## src/rtl/chr_bank_pkg.sv

```systemverilog
package chr_bank_pkg;

    typedef enum logic [1:0] {
        MAP_NORMAL   = 2'd0,
        MAP_EXTENDED = 2'd1,
        MAP_WHOLE8K  = 2'd2
    } map_mode_e;

    localparam int MODE_WHOLE_BIT   = 6;
    localparam int MODE_NOLATCH_BIT = 5;
    localparam int MODE_SMALL_BIT   = 4;
    localparam int EXT_ON_BIT       = 1;
    localparam int CTRL_SWAP_BIT    = 7;

    // Extended-mode window slot -> slot register index
    function automatic logic [2:0] ext_slot_map(input logic [2:0] slot);
        logic [2:0] r;
        unique case (slot)
            3'd0: r = 3'd0;
            3'd1: r = 3'd6;
            3'd2: r = 3'd1;
            3'd3: r = 3'd7;
            3'd4: r = 3'd2;
            3'd5: r = 3'd3;
            3'd6: r = 3'd4;
            default: r = 3'd5;
        endcase
        return r;
    endfunction

endpackage

```

## src/rtl/chr_mode_decode.sv

```systemverilog
module chr_mode_decode
    import chr_bank_pkg::*;
#(
    parameter int BANK_W = 8
) (
    input  logic [7:0]        mode_reg,
    input  logic [7:0]        ext_reg,
    input  logic              latch_present,
    output map_mode_e         map_mode,
    output logic [BANK_W-1:0] inner_mask,
    output logic [BANK_W-1:0] latch_mask
);
    localparam logic [BANK_W-1:0] FULL_MASK  = {BANK_W{1'b1}};
    localparam logic [BANK_W-1:0] SMALL_MASK = {1'b0, {(BANK_W-1){1'b1}}};
    localparam logic [BANK_W-1:0] LATCH_ONE  = BANK_W'(1);
    localparam logic [BANK_W-1:0] LATCH_TWO  = BANK_W'(3);

    always_comb begin
        if (mode_reg[MODE_WHOLE_BIT])
            map_mode = MAP_WHOLE8K;
        else if (ext_reg[EXT_ON_BIT])
            map_mode = MAP_EXTENDED;
        else
            map_mode = MAP_NORMAL;
    end

    always_comb begin
        inner_mask = FULL_MASK;
        latch_mask = '0;
        unique case (map_mode)
            MAP_WHOLE8K: begin
                if (latch_present && !mode_reg[MODE_NOLATCH_BIT])
                    latch_mask = mode_reg[MODE_SMALL_BIT] ? LATCH_ONE : LATCH_TWO;
            end
            MAP_EXTENDED, MAP_NORMAL: begin
                inner_mask = mode_reg[MODE_SMALL_BIT] ? SMALL_MASK : FULL_MASK;
            end
            default: begin
                inner_mask = FULL_MASK;
            end
        endcase
    end
endmodule

```

## src/rtl/chr_whole_base.sv

```systemverilog
module chr_whole_base #(
    parameter int BANK_W = 8
) (
    input  logic [BANK_W-1:0] outer_bank,
    input  logic [BANK_W-1:0] data_latch,
    input  logic [BANK_W-1:0] latch_mask,
    input  logic              or_variant,
    output logic [BANK_W-1:0] whole_base
);
    logic [BANK_W-1:0] latch_bits;

    always_comb begin
        latch_bits = data_latch & latch_mask;
        if (or_variant)
            whole_base = outer_bank | latch_bits;
        else
            whole_base = (outer_bank & ~latch_mask) | latch_bits;
    end
endmodule

```

## src/rtl/chr_window_calc.sv

```systemverilog
module chr_window_calc
    import chr_bank_pkg::*;
#(
    parameter int BANK_W   = 8,
    parameter int WIN_BITS = 3,
    parameter int WIN_IDX  = 0,
    localparam int OUT_W   = BANK_W + WIN_BITS,
    localparam int NWIN    = 1 << WIN_BITS
) (
    input  map_mode_e                    map_mode,
    input  logic                         swap_halves,
    input  logic [NWIN-1:0][BANK_W-1:0]  inner_regs,
    input  logic [BANK_W-1:0]            inner_mask,
    input  logic [BANK_W-1:0]            outer_bank,
    input  logic [BANK_W-1:0]            whole_base,
    output logic [OUT_W-1:0]             bank
);
    localparam logic [WIN_BITS-1:0] MY_WIN = WIN_BITS'(WIN_IDX);

    logic [WIN_BITS-1:0] slot;
    logic [BANK_W-1:0]   pick;
    logic [OUT_W-1:0]    outer_part;
    logic [OUT_W-1:0]    mask_wide;

    always_comb begin
        slot = MY_WIN ^ {swap_halves, {(WIN_BITS-1){1'b0}}};
        mask_wide  = {{WIN_BITS{1'b0}}, inner_mask};
        outer_part = {outer_bank, {WIN_BITS{1'b0}}} & ~mask_wide;
        pick = '0;
        bank = '0;
        unique case (map_mode)
            MAP_WHOLE8K: begin
                bank = {whole_base, MY_WIN};
            end
            MAP_EXTENDED: begin
                pick = inner_regs[ext_slot_map(slot)];
                bank = {{WIN_BITS{1'b0}}, pick & inner_mask} | outer_part;
            end
            MAP_NORMAL: begin
                if (slot[2])
                    pick = inner_regs[{1'b0, slot[1:0]} + 3'd2];
                else
                    pick = {inner_regs[{2'b00, slot[1]}][BANK_W-1:1], slot[0]};
                bank = {{WIN_BITS{1'b0}}, pick & inner_mask} | outer_part;
            end
            default: begin
                bank = '0;
            end
        endcase
    end
endmodule

```

## src/rtl/chr_bank_gen.sv

```systemverilog
module chr_bank_gen
    import chr_bank_pkg::*;
#(
    parameter int BANK_W   = 8,
    parameter int WIN_BITS = 3,
    localparam int OUT_W   = BANK_W + WIN_BITS,
    localparam int NWIN    = 1 << WIN_BITS
) (
    input  logic                         clk,
    input  logic                         rst_n,
    input  logic [NWIN-1:0][BANK_W-1:0]  inner_regs,
    input  logic [7:0]                   ctrl_reg,
    input  logic [7:0]                   mode_reg,
    input  logic [7:0]                   ext_reg,
    input  logic [BANK_W-1:0]            outer_bank,
    input  logic [BANK_W-1:0]            data_latch,
    input  logic                         latch_present,
    input  logic                         or_variant,
    input  logic [WIN_BITS-1:0]          ppu_a,
    output logic [NWIN-1:0][OUT_W-1:0]   win_bank,
    output logic [OUT_W-1:0]             bank_lookup
);
    map_mode_e                  map_mode;
    logic [BANK_W-1:0]          inner_mask;
    logic [BANK_W-1:0]          latch_mask;
    logic [BANK_W-1:0]          whole_base;
    logic [NWIN-1:0][OUT_W-1:0] bank_next;

    chr_mode_decode #(.BANK_W(BANK_W)) u_decode (
        .mode_reg      (mode_reg),
        .ext_reg       (ext_reg),
        .latch_present (latch_present),
        .map_mode      (map_mode),
        .inner_mask    (inner_mask),
        .latch_mask    (latch_mask)
    );

    chr_whole_base #(.BANK_W(BANK_W)) u_base (
        .outer_bank (outer_bank),
        .data_latch (data_latch),
        .latch_mask (latch_mask),
        .or_variant (or_variant),
        .whole_base (whole_base)
    );

    for (genvar w = 0; w < NWIN; w++) begin : g_win
        chr_window_calc #(
            .BANK_W   (BANK_W),
            .WIN_BITS (WIN_BITS),
            .WIN_IDX  (w)
        ) u_calc (
            .map_mode    (map_mode),
            .swap_halves (ctrl_reg[CTRL_SWAP_BIT]),
            .inner_regs  (inner_regs),
            .inner_mask  (inner_mask),
            .outer_bank  (outer_bank),
            .whole_base  (whole_base),
            .bank        (bank_next[w])
        );

        AST_WHOLE_LOW_BITS: assert property (@(posedge clk) disable iff (!rst_n)
            ($past(rst_n) && $past(mode_reg[MODE_WHOLE_BIT]))
            |-> (win_bank[w][WIN_BITS-1:0] == WIN_BITS'(w)));

        AST_OR_KEEPS_OUTER: assert property (@(posedge clk) disable iff (!rst_n)
            ($past(rst_n) && $past(mode_reg[MODE_WHOLE_BIT]) && $past(or_variant))
            |-> ((win_bank[w][OUT_W-1:WIN_BITS] & $past(outer_bank)) == $past(outer_bank)));

        AST_SMALL_MASK_OUTER: assert property (@(posedge clk) disable iff (!rst_n)
            ($past(rst_n) && !$past(mode_reg[MODE_WHOLE_BIT]) && $past(mode_reg[MODE_SMALL_BIT]))
            |-> (win_bank[w][OUT_W-1:BANK_W-1] == $past(outer_bank[BANK_W-1:BANK_W-1-WIN_BITS])));
    end

    always_ff @(posedge clk) begin
        if (!rst_n)
            win_bank <= '0;
        else
            win_bank <= bank_next;
    end

    always_comb begin
        bank_lookup = win_bank[ppu_a];
    end

    AST_PAIR_LOW_HALF: assert property (@(posedge clk) disable iff (!rst_n)
        ($past(rst_n) && !$past(mode_reg[MODE_WHOLE_BIT]) && !$past(ext_reg[EXT_ON_BIT])
         && !$past(ctrl_reg[CTRL_SWAP_BIT]))
        |-> (!win_bank[0][0] && win_bank[1] == {win_bank[0][OUT_W-1:1], 1'b1}));

    AST_PAIR_SWAPPED: assert property (@(posedge clk) disable iff (!rst_n)
        ($past(rst_n) && !$past(mode_reg[MODE_WHOLE_BIT]) && !$past(ext_reg[EXT_ON_BIT])
         && $past(ctrl_reg[CTRL_SWAP_BIT]))
        |-> (!win_bank[4][0] && win_bank[5] == {win_bank[4][OUT_W-1:1], 1'b1}));

    AST_RESET_CLEAR: assert property (@(posedge clk)
        $past(!rst_n) |-> (win_bank == '0));
endmodule

```

## config.mk

```make
export PLATFORM = sky130hd
export DESIGN_NAME = chr_bank_gen
export DESIGN_NICKNAME = d
export VERILOG_FILES = /design/src/rtl/chr_bank_pkg.sv /design/src/rtl/chr_mode_decode.sv /design/src/rtl/chr_whole_base.sv /design/src/rtl/chr_window_calc.sv /design/src/rtl/chr_bank_gen.sv
export SDC_FILE = /design/constraint.sdc
export NUM_CORES = 1
export LEC_CHECK = 0
export CORE_MARGIN = 2
export CORE_UTILIZATION = 38
export DETAILED_ROUTE_END_ITERATION = 6
export GPL_ROUTABILITY_DRIVEN = 0
export PLACE_DENSITY = 0.81
export SLEW_MARGIN = 5
export SYNTH_ARGS = -nofsm -noshare
export SYNTH_HDL_FRONTEND = slang
export SYNTH_SLANG_ARGS = --single-unit
export TNS_END_PERCENT = 50
```

## constraint.sdc

```tcl
create_clock -name clk -period 1.6 [get_ports clk]
set_input_delay 0.16 -clock clk [delete_from_list [all_inputs] [get_ports clk]]
set_output_delay 0.16 -clock clk [all_outputs]
set_load 0.02 [all_outputs]
```

==> impl_metrics.prom, run 1 <==
# TYPE chip_impl_metric gauge
chip_impl_metric{name="maxSlewViolCount",unit=""} 0
chip_impl_info{name="clk_root_buffer_cell",value="sky130_fd_sc_hd__clkbuf_8"} 1
chip_impl_metric{name="async_reset_ff_share",unit="%"} 0
chip_impl_metric{name="final_layout_size_suffix_gt1_share",unit="%"} 30.1
chip_impl_metric{name="grt_use_total",unit="%"} 23.4
chip_impl_metric{name="cts_made_buffers",unit=""} 9
chip_impl_metric{name="timing.critical_path.fanout_max",unit=""} 2
chip_impl_info{name="run_status",value="finished with violations"} 1
chip_impl_metric{name="worst-endpoint-required",unit="ns"} 1.44
chip_impl_metric{name="placement.io_buffers",unit=""} 184
chip_impl_metric{name="synth.ff_latch_count",unit=""} 67
chip_impl_metric{name="yosys_warnings",unit=""} 0
chip_impl_info{name="most_instantiated_flip_flop_cell_in_the_synthesis_netlist",value="sky130_fd_sc_hd__dfxtp_1"} 1
chip_impl_metric{name="antenna_cells_inserted",unit=""} 0
chip_impl_info{name="yosys-top-cells-count",value="sky130_fd_sc_hd__dfxtp_1, sky130_fd_sc_hd__a21oi_1, sky130_fd_sc_hd__mux2i_1"} 1
chip_impl_metric{name="hpwl_after_dpl",unit="um"} 9370
chip_impl_info{name="setup_repair_after_global_routing_missed_its_margin",value="yes"} 1
chip_impl_metric{name="grt_start_max_net_pins",unit=""} 27
chip_impl_metric{name="final.period_utilization",unit="%"} 107
chip_impl_info{name="crit_path_kind",value="reg -> out"} 1
chip_impl_info{name="largest_registers",value="win_bank (67)"} 1
chip_impl_metric{name="timing.final.ws_setup",unit="ns"} -0.115
chip_impl_metric{name="fp.coreArea",unit="mm2"} 0.00915
chip_impl_metric{name="drt-wirelength-per-cell",unit="um"} 17.9
chip_impl_metric{name="synth_area",unit="mm2"} 0.00357
chip_impl_metric{name="fmax",unit="MHz"} 583
chip_impl_metric{name="fin_setup_tns",unit="ns"} -0.604
chip_impl_metric{name="synth-seq-area-share",unit="%"} 37.6
chip_impl_info{name="timing.critical_path.to_type",value="primary output"} 1
chip_impl_metric{name="finalInstanceArea",unit="mm2"} 0.00615
chip_impl_metric{name="number_of_antenna_violations_at_the_first_check_in_global_routing",unit=""} 0
chip_impl_metric{name="fin_nets",unit=""} 697
chip_impl_metric{name="netlist.area_leader.share",unit="%"} 37.6
chip_impl_metric{name="total_power",unit="uW"} 4660
chip_impl_info{name="yosys.area.top_type",value="sky130_fd_sc_hd__dfxtp_1"} 1
chip_impl_info{name="synthMostInstantiatedCell",value="sky130_fd_sc_hd__dfxtp_1"} 1
chip_impl_metric{name="floorplan.initialDensity",unit="%"} 39.0
chip_impl_info{name="worstHoldPathType",value="in -> reg"} 1
chip_impl_metric{name="vias_after_detailed_routing",unit=""} 3729
chip_impl_info{name="tritoncts",value="built"} 1
chip_impl_metric{name="htreeDepth",unit=""} 3
chip_impl_info{name="most_flop_heavy_register",value="win_bank"} 1
chip_impl_metric{name="firstDrtPassIters",unit=""} 4
chip_impl_metric{name="transition_time_at_the_pin_with_the_least_slew_margin",unit="ns"} 0.381
chip_impl_metric{name="fillerInstances",unit=""} 712
chip_impl_metric{name="cts_hold_fix_bufs",unit=""} 0
chip_impl_metric{name="ant_nets",unit=""} 0
chip_impl_metric{name="setup-violations-final",unit=""} 8
chip_impl_metric{name="clkSinkCount",unit=""} 67
chip_impl_metric{name="drc_errors",unit=""} 0
chip_impl_metric{name="hold_violations",unit=""} 0
chip_impl_metric{name="leakage",unit="uW"} 0.00277
chip_impl_metric{name="cp.arrival",unit="ns"} 1.56
chip_impl_metric{name="finish.cell_count_without_fillers",unit=""} 700
chip_impl_info{name="failed_checks",value="setup timing"} 1
chip_impl_metric{name="chip_height",unit="um"} 101
chip_impl_metric{name="grt_pass1_wl",unit="um"} 18400
chip_impl_metric{name="detailedRoute.firstIterationViolations",unit=""} 109
chip_impl_metric{name="cts.clk_slew.worst_paths",unit="ns"} 0.07
chip_impl_metric{name="grt_overflow",unit=""} 0
chip_impl_metric{name="placed_cell_area",unit="mm2"} 0.00585
chip_impl_metric{name="floorplan.rows",unit=""} 35
chip_impl_metric{name="chipWidth",unit="um"} 101
chip_impl_metric{name="number_of_flip_flops_in_the_largest_register",unit=""} 67
chip_impl_metric{name="timing.max_cap.violations",unit=""} 0
chip_impl_metric{name="postSynthNetCount",unit=""} 470
chip_impl_info{name="synth.area.top_cells",value="sky130_fd_sc_hd__dfxtp_1, sky130_fd_sc_hd__mux4_2, sky130_fd_sc_hd__mux2i_1"} 1
chip_impl_metric{name="synthDistinctLibCells",unit=""} 44
chip_impl_metric{name="post-place-cells",unit=""} 676
chip_impl_metric{name="pd_cells",unit="mW/mm2"} 757
chip_impl_metric{name="grt_pass1_vias",unit=""} 3666
chip_impl_metric{name="detail_route.vias_per_cell",unit=""} 5.33
chip_impl_metric{name="max_transition_margin",unit="%"} 74.6
chip_impl_metric{name="min_period",unit="ns"} 1.72
chip_impl_metric{name="syn-mean-instance-area",unit="um2"} 9.93
chip_impl_metric{name="routed_wl",unit="um"} 12500
chip_impl_metric{name="syn_inst",unit=""} 359
chip_impl_metric{name="post-route-util",unit="%"} 67.2
chip_impl_metric{name="number_of_enable_type_register_cells_in_the_synthesized_netlist",unit=""} 0
chip_impl_metric{name="areaGrowthSynthToFinish",unit="%"} 72.6
chip_impl_metric{name="design.portCount",unit=""} 210
chip_impl_metric{name="cts-root-to-sink-buffers",unit=""} 2
chip_impl_info{name="startpoint_type",value="flop"} 1
chip_impl_metric{name="floorplan.die_area",unit="mm2"} 0.0102
chip_impl_metric{name="worst_ir_drop_vdd",unit="uV"} 462
-- routing by layer --
metal | up-vias | share of wire (%) | GRT usage (%)
li1 | 1758 | - | -
met4 | 0 | 2.6 | 10.6
met1 | 1795 | 40 | 28.1
met5 | - | 0 | 0
met3 | 25 | 4.9 | 3.26
met2 | 151 | 53 | 41.3
-- final timing paths --
| path | depth (start not counted) | to | startpoint | slack, ns |
|---|---|---|---|---|
| worst max-delay path | 3 | bank_lookup[1] | win_bank[34] | -0.12 |
| worst min-delay path | 3 | win_bank[78] | ctrl_reg[7] | 0.35 |
-- cell families after synthesis --
kind of cell	after synthesis	share of synthesized area, %
and+or+nand+nor	73	11.2
muxes	68	25.4
buffers and inverters	58	9.26
DFF	67	37.6
AOI/OAI and AO/OA	93	16.5
-- worst max-delay path, cell delays in order, from the launching register on --
cell and delay, ns:
sky130_fd_sc_hd__dfxtp_2 0.33, sky130_fd_sc_hd__mux4_2 0.48, sky130_fd_sc_hd__mux2_4 0.29, sky130_fd_sc_hd__buf_6 0.13
-- metrics by stage --
stage                     hold slack (ns)  setup WS, ns
after floorplan                     0.282         0.126
after global placement              0.659        -0.762
after detailed placement            0.680        -0.795
after CTS                           0.331        -0.131
after global routing                0.347        -0.141
final                               0.354        -0.115
-- cell type report --
type,instances,area (um2),area share (%)
clock buffers,12,155,2.52
multi-input cells,234,1920,31.2
repair buffers,270,2550,41.4
well taps,111,139,2.26
flip-flops and latches,67,1360,22.1
inverters,4,15.0,0.244
clock inverters,2,12.5,0.203
-- power by group --
group | internal, uW | total, uW | switching (uW)
clock network | 629 | 1220 | 595
logic | 879 | 1570 | 689
registers | 1790 | 1870 | 73.2
-- what timing repair did --
action / 4_1_cts / 5_1_grt
setup endpoints to repair: 35 / 20
resized for setup: 97 / 18
gates cloned: 2 / 0
setup buffers: 5 / 3
-- cell usage in the layout (no fill, tap or decap), types with 3 or more instances in the layout --
master and count:
sky130_fd_sc_hd__dfxtp_1 50, sky130_fd_sc_hd__buf_12 4, sky130_fd_sc_hd__clkdlybuf4s50_1 139, sky130_fd_sc_hd__mux2i_1 33, sky130_fd_sc_hd__nand2b_1 7, sky130_fd_sc_hd__a21o_1 4
sky130_fd_sc_hd__buf_4 87, sky130_fd_sc_hd__inv_1 3, sky130_fd_sc_hd__or3b_2 3, sky130_fd_sc_hd__buf_6 9, sky130_fd_sc_hd__nand3b_1 5, sky130_fd_sc_hd__nand3_1 9
sky130_fd_sc_hd__dfxtp_2 17, sky130_fd_sc_hd__dlymetal6s2s_1 11, sky130_fd_sc_hd__and2_1 4, sky130_fd_sc_hd__mux2_4 7, sky130_fd_sc_hd__mux2_2 12, sky130_fd_sc_hd__nand2_1 18
sky130_fd_sc_hd__mux4_2 16, sky130_fd_sc_hd__dlygate4sd2_1 17, sky130_fd_sc_hd__nor3_1 3, sky130_fd_sc_hd__o21a_1 5, sky130_fd_sc_hd__nor2b_1 5, sky130_fd_sc_hd__nor2_1 11
sky130_fd_sc_hd__a21oi_1 39, sky130_fd_sc_hd__a211oi_1 9, sky130_fd_sc_hd__clkbuf_8 11, sky130_fd_sc_hd__o21ai_0 21
Note: power is estimated with default switching activity, not from simulation.
==> inputs of run 2 (changes only) <==
--- a/config.mk
+++ b/config.mk
@@ -5,10 +5,11 @@
 export SDC_FILE = /design/constraint.sdc
 export NUM_CORES = 1
 export LEC_CHECK = 0
-export CORE_MARGIN = 2
+export CORE_MARGIN = 1
 export CORE_UTILIZATION = 38
 export DETAILED_ROUTE_END_ITERATION = 6
 export GPL_ROUTABILITY_DRIVEN = 0
+export GPL_TIMING_DRIVEN = 0
 export PLACE_DENSITY = 0.81
 export SLEW_MARGIN = 5
 export SYNTH_ARGS = -nofsm -noshare
==> run 2 against run 1 <==
The run still ends with setup timing left. Core utilization decreased by 1.5 points. Die area decreased by 3.9%. Non-clock buffer count decreased by 29. Fmax decreased by 0.35%. First-iteration DRC count increased by 84%. Sequential share of layout area increased by 1.3 points. Clock-buffer cell count decreased by 2. Clock power increased by 46%. Hold slack got worse by 0.22 ns. Largest cell class unchanged.
==> impl_metrics.prom, run 2 (synthesized netlist as in run 1, its figures left out) <==
# TYPE chip_impl_metric gauge
chip_impl_metric{name="cts.clk_slew.worst_paths",unit="ns"} 0.08
chip_impl_metric{name="worst-endpoint-required",unit="ns"} 1.44
chip_impl_metric{name="number_of_stages_on_the_worst_hold_path",unit=""} 3
chip_impl_info{name="mostFrequentLayoutCell",value="sky130_fd_sc_hd__clkdlybuf4s50_1"} 1
chip_impl_metric{name="timing.max_cap.violations",unit=""} 0
chip_impl_metric{name="floorplan.initialDensity",unit="%"} 40.1
chip_impl_info{name="crit_path_kind",value="reg -> out"} 1
chip_impl_info{name="crit_slowest_cell",value="sky130_fd_sc_hd__mux4_2"} 1
chip_impl_metric{name="floorplan.rows",unit=""} 34
chip_impl_metric{name="routed_wl",unit="um"} 13500
chip_impl_metric{name="finish.cell_count_without_fillers",unit=""} 670
chip_impl_metric{name="worst_ir_drop_vdd",unit="uV"} 433
chip_impl_metric{name="clkSinkCount",unit=""} 67
chip_impl_metric{name="leakage",unit="uW"} 0.00244
chip_impl_info{name="timing.critical_path.to_type",value="primary output"} 1
chip_impl_metric{name="fmax",unit="MHz"} 581
chip_impl_info{name="setup_repair_after_global_routing_missed_its_margin",value="yes"} 1
chip_impl_info{name="startpoint_type",value="flop"} 1
chip_impl_metric{name="vias_after_detailed_routing",unit=""} 3699
chip_impl_info{name="clk_root_buffer_cell",value="sky130_fd_sc_hd__clkbuf_8"} 1
chip_impl_metric{name="final_layout_size_suffix_gt1_share",unit="%"} 26.5
chip_impl_metric{name="max_stage_delay",unit="ns"} 0.46
chip_impl_metric{name="final.period_utilization",unit="%"} 108
chip_impl_info{name="run_status",value="finished with violations"} 1
chip_impl_metric{name="ant_nets",unit=""} 0
chip_impl_metric{name="floorplan.die_area",unit="mm2"} 0.00978
chip_impl_metric{name="hold_ws",unit="ns"} 0.136
chip_impl_metric{name="timing.final.ws_setup",unit="ns"} -0.121
chip_impl_metric{name="firstDrtPassIters",unit=""} 5
chip_impl_metric{name="drt-wirelength-per-cell",unit="um"} 20.2
chip_impl_metric{name="setup-violations-final",unit=""} 8
chip_impl_metric{name="areaGrowthSynthToFinish",unit="%"} 63.8
chip_impl_metric{name="detail_route.vias_per_cell",unit=""} 5.52
chip_impl_metric{name="cts-root-to-sink-buffers",unit=""} 2
chip_impl_info{name="worstHoldPathType",value="in -> reg"} 1
chip_impl_metric{name="grt_pass1_vias",unit=""} 3788
chip_impl_metric{name="max_transition_margin",unit="%"} 43.9
chip_impl_metric{name="chipWidth",unit="um"} 98.9
chip_impl_metric{name="transition_time_at_the_pin_with_the_least_slew_margin",unit="ns"} 0.842
chip_impl_info{name="timing.critical_path.max_delay_family",value="multiplexers"} 1
chip_impl_metric{name="layout.area.seq",unit="mm2"} 0.00137
chip_impl_metric{name="drc_errors",unit=""} 0
chip_impl_metric{name="worstSetupPathDepth",unit=""} 3
chip_impl_info{name="failed_checks",value="setup timing"} 1
chip_impl_metric{name="detailedRoute.firstIterationViolations",unit=""} 201
chip_impl_metric{name="fillerInstances",unit=""} 740
chip_impl_metric{name="maxSlewViolCount",unit=""} 0
chip_impl_metric{name="post-place-cells",unit=""} 647
chip_impl_metric{name="number_of_flip_flops_in_the_largest_register",unit=""} 67
chip_impl_metric{name="cp.arrival",unit="ns"} 1.56
chip_impl_metric{name="finalInstanceArea",unit="mm2"} 0.00584
chip_impl_metric{name="design.portCount",unit=""} 210
chip_impl_metric{name="number_of_antenna_violations_at_the_first_check_in_global_routing",unit=""} 0
chip_impl_metric{name="chip_height",unit="um"} 98.9
chip_impl_metric{name="htreeDepth",unit=""} 3
chip_impl_metric{name="hold_violations",unit=""} 0
chip_impl_metric{name="grt_use_total",unit="%"} 27.5
chip_impl_metric{name="grt_pass1_wl",unit="um"} 20500
chip_impl_metric{name="pd_cells",unit="mW/mm2"} 872
chip_impl_info{name="most_flop_heavy_register",value="win_bank"} 1
chip_impl_info{name="leading_cell_types_in_the_layout_fill_and_taps_excluded",value="sky130_fd_sc_hd__clkdlybuf4s50_1, sky130_fd_sc_hd__dfxtp_1, sky130_fd_sc_hd__a21oi_1, sky130_fd_sc_hd__buf_4, sky130_fd_sc_hd__mux2i_1"} 1
chip_impl_info{name="timing.critical_path.cells",value="mux4_2 > mux2_4 > buf_6"} 1
chip_impl_metric{name="fp.coreArea",unit="mm2"} 0.00889
chip_impl_info{name="largest_registers",value="win_bank (67)"} 1
chip_impl_metric{name="multiInputGateArea",unit="mm2"} 0.00191
chip_impl_metric{name="grt_start_max_net_pins",unit=""} 13
chip_impl_metric{name="cts_hold_fix_bufs",unit=""} 0
chip_impl_metric{name="placed_cell_area",unit="mm2"} 0.00550
chip_impl_metric{name="fin_nets",unit=""} 668
chip_impl_metric{name="grt_overflow",unit=""} 0
chip_impl_metric{name="hpwl_after_dpl",unit="um"} 10000
chip_impl_metric{name="antenna_cells_inserted",unit=""} 0
chip_impl_metric{name="cp_num_buf_inv",unit=""} 1
chip_impl_metric{name="min_period",unit="ns"} 1.72
chip_impl_info{name="tritoncts",value="built"} 1
chip_impl_metric{name="timing.critical_path.fanout_max",unit=""} 2
chip_impl_metric{name="placement.io_buffers",unit=""} 180
chip_impl_metric{name="cts_made_buffers",unit=""} 9
-- run 2: timing repair --
action,in CTS,in global routing
endpoints found under the setup margin,63,33
gates resized for setup,100,14
setup buffers,6,1
-- run 2: path summary, 6_finish.rpt --
path                     start             end  slack, ns
setup / recovery  win_bank[34]  bank_lookup[1]      -0.12
hold / removal     mode_reg[4]    win_bank[62]       0.14
-- run 2: power by group --
group | internal [uW] | leakage [uW] | switching, uW | total (uW)
sequential | 1800 | 0.000564 | 74.2 | 1870
combinational | 763 | 0.00175 | 685 | 1450
clock | 1080 | 0.000126 | 696 | 1780
total | 3640 | 0.00244 | 1460 | 5090
-- run 2: area by class of cell --
| cell class | instances | area share, % |
|---|---|---|
| Sequential cell | 67 | 23.5 |
| Inverter | 4 | 0.278 |
| Tap cell | 108 | 2.31 |
| Buffer | 54 | 5.83 |
| Clock buffer | 10 | 2.36 |
| Clock inverter | 6 | 1.93 |
| Timing Repair Buffer | 187 | 31.2 |
| Multi-Input combinational cell | 234 | 32.6 |
-- run 2: metrics by stage --
stage / setup WS (ns) / setup TNS [ns] / power, uW / utilization [%]
after detailed placement: -0.796 / -28.85 / 3310 / 61.9
final: -0.121 / -0.830 / 5090 / 65.7
after floorplan: 0.126 / 0 / 2580 / -
after global routing: -0.144 / -1.03 / 5270 / 65.7
after CTS: -0.117 / -0.838 / 5080 / 65.4
after global placement: -0.812 / -27.28 / 3280 / 61.9
-- run 2: routing by layer --
| metal | GRT usage, % | up-vias | part of all wire [%] |
|---|---|---|---|
| met3 | 6.03 | 23 | 8.3 |
| met1 | 31.6 | 1772 | 38 |
| met4 | 13.0 | 0 | 2.4 |
| li1 | - | 1699 | - |
| met2 | 48.6 | 205 | 51 |
| met5 | 0 | - | 0 |
==> inputs of run 3 (changes only) <==
--- a/config.mk
+++ b/config.mk
@@ -10,7 +10,7 @@
 export DETAILED_ROUTE_END_ITERATION = 6
 export GPL_ROUTABILITY_DRIVEN = 0
 export GPL_TIMING_DRIVEN = 0
-export PLACE_DENSITY = 0.81
+export PLACE_DENSITY = 0.79
 export SLEW_MARGIN = 5
 export SYNTH_ARGS = -nofsm -noshare
 export SYNTH_HDL_FRONTEND = slang
==> run 3 against run 2 <==
The flow still finishes with violations (setup timing). Final cell count down 0.15%. Global-route usage down 0.22 points. Hold slack worse by 0.017 ns. Critical endpoint is now bank_lookup[7]. Critical path depth unchanged.
==> impl_metrics.prom, run 3 (synthesized netlist as in run 1, its figures left out) <==
# TYPE chip_impl_metric gauge
chip_impl_info{name="run_status",value="finished with violations"} 1
chip_impl_info{name="failed_checks",value="setup timing"} 1
chip_impl_metric{name="number_of_antenna_violations_at_the_first_check_in_global_routing",unit=""} 0
chip_impl_metric{name="final_layout_size_suffix_gt1_share",unit="%"} 24.4
chip_impl_metric{name="pd_cells",unit="mW/mm2"} 871
chip_impl_metric{name="fp.coreArea",unit="mm2"} 0.00889
chip_impl_metric{name="cts_made_buffers",unit=""} 9
chip_impl_metric{name="setup-violations-final",unit=""} 8
chip_impl_metric{name="htreeDepth",unit=""} 3
chip_impl_metric{name="hold_ws",unit="ns"} 0.119
chip_impl_metric{name="worst_ir_drop_vdd",unit="uV"} 517
chip_impl_metric{name="finish.cell_count_without_fillers",unit=""} 669
chip_impl_metric{name="hpwl_after_dpl",unit="um"} 9900
chip_impl_metric{name="firstDrtPassIters",unit=""} 5
chip_impl_metric{name="min_period",unit="ns"} 1.73
chip_impl_info{name="tritoncts",value="built"} 1
chip_impl_metric{name="design.portCount",unit=""} 210
chip_impl_metric{name="timing.critical_path.fanout_max",unit=""} 2
chip_impl_info{name="worstHoldPathType",value="in -> reg"} 1
chip_impl_info{name="largest_registers",value="win_bank (67)"} 1
chip_impl_metric{name="power.share.switching",unit="%"} 29.2
chip_impl_metric{name="floorplan.initialDensity",unit="%"} 40.1
chip_impl_metric{name="cts-root-to-sink-buffers",unit=""} 2
chip_impl_metric{name="power_frac_clock",unit="%"} 35.0
chip_impl_metric{name="grt_use_total",unit="%"} 27.3
chip_impl_metric{name="transition_time_at_the_pin_with_the_least_slew_margin",unit="ns"} 0.848
chip_impl_metric{name="grt_overflow",unit=""} 0
chip_impl_metric{name="fillerInstances",unit=""} 722
chip_impl_metric{name="final.period_utilization",unit="%"} 108
chip_impl_info{name="most_flop_heavy_register",value="win_bank"} 1
chip_impl_metric{name="chipWidth",unit="um"} 98.9
chip_impl_metric{name="vias_after_detailed_routing",unit=""} 3663
chip_impl_metric{name="leakage",unit="uW"} 0.00245
chip_impl_metric{name="chip_height",unit="um"} 98.9
chip_impl_info{name="timing.critical_path.to_type",value="primary output"} 1
chip_impl_info{name="setup_repair_after_global_routing_missed_its_margin",value="yes"} 1
chip_impl_metric{name="cp.arrival",unit="ns"} 1.57
chip_impl_metric{name="timing.final.ws_setup",unit="ns"} -0.132
chip_impl_metric{name="internal-power",unit="uW"} 3600
chip_impl_info{name="startpoint_type",value="flop"} 1
chip_impl_metric{name="antenna_cells_inserted",unit=""} 0
chip_impl_metric{name="fmax",unit="MHz"} 577
chip_impl_info{name="crit_path_kind",value="reg -> out"} 1
chip_impl_metric{name="worst-endpoint-required",unit="ns"} 1.44
chip_impl_metric{name="areaGrowthSynthToFinish",unit="%"} 63.8
chip_impl_metric{name="fin_nets",unit=""} 667
chip_impl_metric{name="grt_pass1_vias",unit=""} 3725
chip_impl_metric{name="cts.clk_slew.worst_paths",unit="ns"} 0.08
chip_impl_info{name="clk_root_buffer_cell",value="sky130_fd_sc_hd__clkbuf_8"} 1
chip_impl_metric{name="placement.io_buffers",unit=""} 180
chip_impl_metric{name="cts_hold_fix_bufs",unit=""} 0
chip_impl_metric{name="power.sequential.fraction",unit="%"} 36.7
chip_impl_info{name="mostFrequentLayoutCell",value="sky130_fd_sc_hd__clkdlybuf4s50_1"} 1
chip_impl_metric{name="timing.max_cap.violations",unit=""} 0
chip_impl_metric{name="max_transition_margin",unit="%"} 43.4
chip_impl_info{name="leading_cell_types_in_the_layout_fill_and_taps_excluded",value="sky130_fd_sc_hd__clkdlybuf4s50_1, sky130_fd_sc_hd__dfxtp_1, sky130_fd_sc_hd__a21oi_1, sky130_fd_sc_hd__mux2i_1, sky130_fd_sc_hd__buf_4"} 1
chip_impl_metric{name="grt_start_max_net_pins",unit=""} 14
chip_impl_metric{name="number_of_flip_flops_in_the_largest_register",unit=""} 67
chip_impl_metric{name="detailedRoute.firstIterationViolations",unit=""} 204
chip_impl_metric{name="maxSlewViolCount",unit=""} 0
chip_impl_metric{name="floorplan.die_area",unit="mm2"} 0.00978
chip_impl_metric{name="detail_route.vias_per_cell",unit=""} 5.48
chip_impl_metric{name="floorplan.rows",unit=""} 34
chip_impl_metric{name="ant_nets",unit=""} 0
chip_impl_metric{name="drt-wirelength-per-cell",unit="um"} 19.6
chip_impl_metric{name="post-place-cells",unit=""} 647
chip_impl_metric{name="switching_power",unit="uW"} 1480
chip_impl_metric{name="hold_violations",unit=""} 0
chip_impl_metric{name="routed_wl",unit="um"} 13100
chip_impl_metric{name="combPwrFrac",unit="%"} 28.3
chip_impl_metric{name="clkSinkCount",unit=""} 67
chip_impl_metric{name="drc_errors",unit=""} 0
chip_impl_metric{name="grt_pass1_wl",unit="um"} 20100
## run 3: area by class of cell
| class | count | area [um2] | area share (%) |
|---|---|---|---|
| timing repair buffer | 186 | 1830 | 31.3 |
| multi-input combinational | 234 | 1910 | 32.8 |
| buffer | 54 | 338 | 5.79 |
| clock inverter | 7 | 124 | 2.12 |
| inverter | 4 | 16.3 | 0.279 |
| sequential | 67 | 1360 | 23.3 |
| tap | 108 | 135 | 2.31 |
| clock buffer | 9 | 124 | 2.12 |
## run 3: repair_timing
action	in CTS	in global routing
resized for setup	102	7
endpoints found under the setup margin	56	40
pin swaps	0	0
buffers inserted	6	0
## run 3: path summary, 6_finish.rpt
| check | start | endpoint | depth (start not counted) |
|---|---|---|---|
| worst max-delay path | win_bank[29] | bank_lookup[7] | 3 |
| worst min-delay path | mode_reg[4] | win_bank[18] | 3 |
## run 3: per-stage QoR
stage	power, uW	worst slack, ns	util (%)	setup TNS, ns	instance area [um2]
2_1_floorplan	2580	0.126	-	0	3570
3_3_place_gp	3280	-0.824	61.9	-27.58	5500
3_5_place_dp	3310	-0.843	61.9	-29.23	5500
4_1_cts	5090	-0.136	65.5	-0.902	5830
5_1_grt	5260	-0.161	65.7	-1.17	5840
6_report	5090	-0.132	65.7	-0.835	5840
## run 3: power by group through the flow
stage,clock [uW],sequential (uW),combinational (uW)
floorplan,0,2030,557
detailed placement,0,1900,1410
finish,1780,1870,1440
global route,1860,1880,1520
global placement,0,1890,1380
CTS,1790,1860,1430
## run 3: layer usage
metal	part of all wire (%)	track usage (%)	vias to the layer above
li1	-	-	1694
met1	40	31.8	1740
met2	50	47.5	195
met3	6.9	5.18	34
met4	3.8	14.4	0
met5	0	0	-
## run 3: critical path, stage by stage (launching register included)
cell	delay [ns]
sky130_fd_sc_hd__dfxtp_2	0.34
sky130_fd_sc_hd__mux4_2	0.46
sky130_fd_sc_hd__mux2_4	0.29
sky130_fd_sc_hd__buf_6	0.13
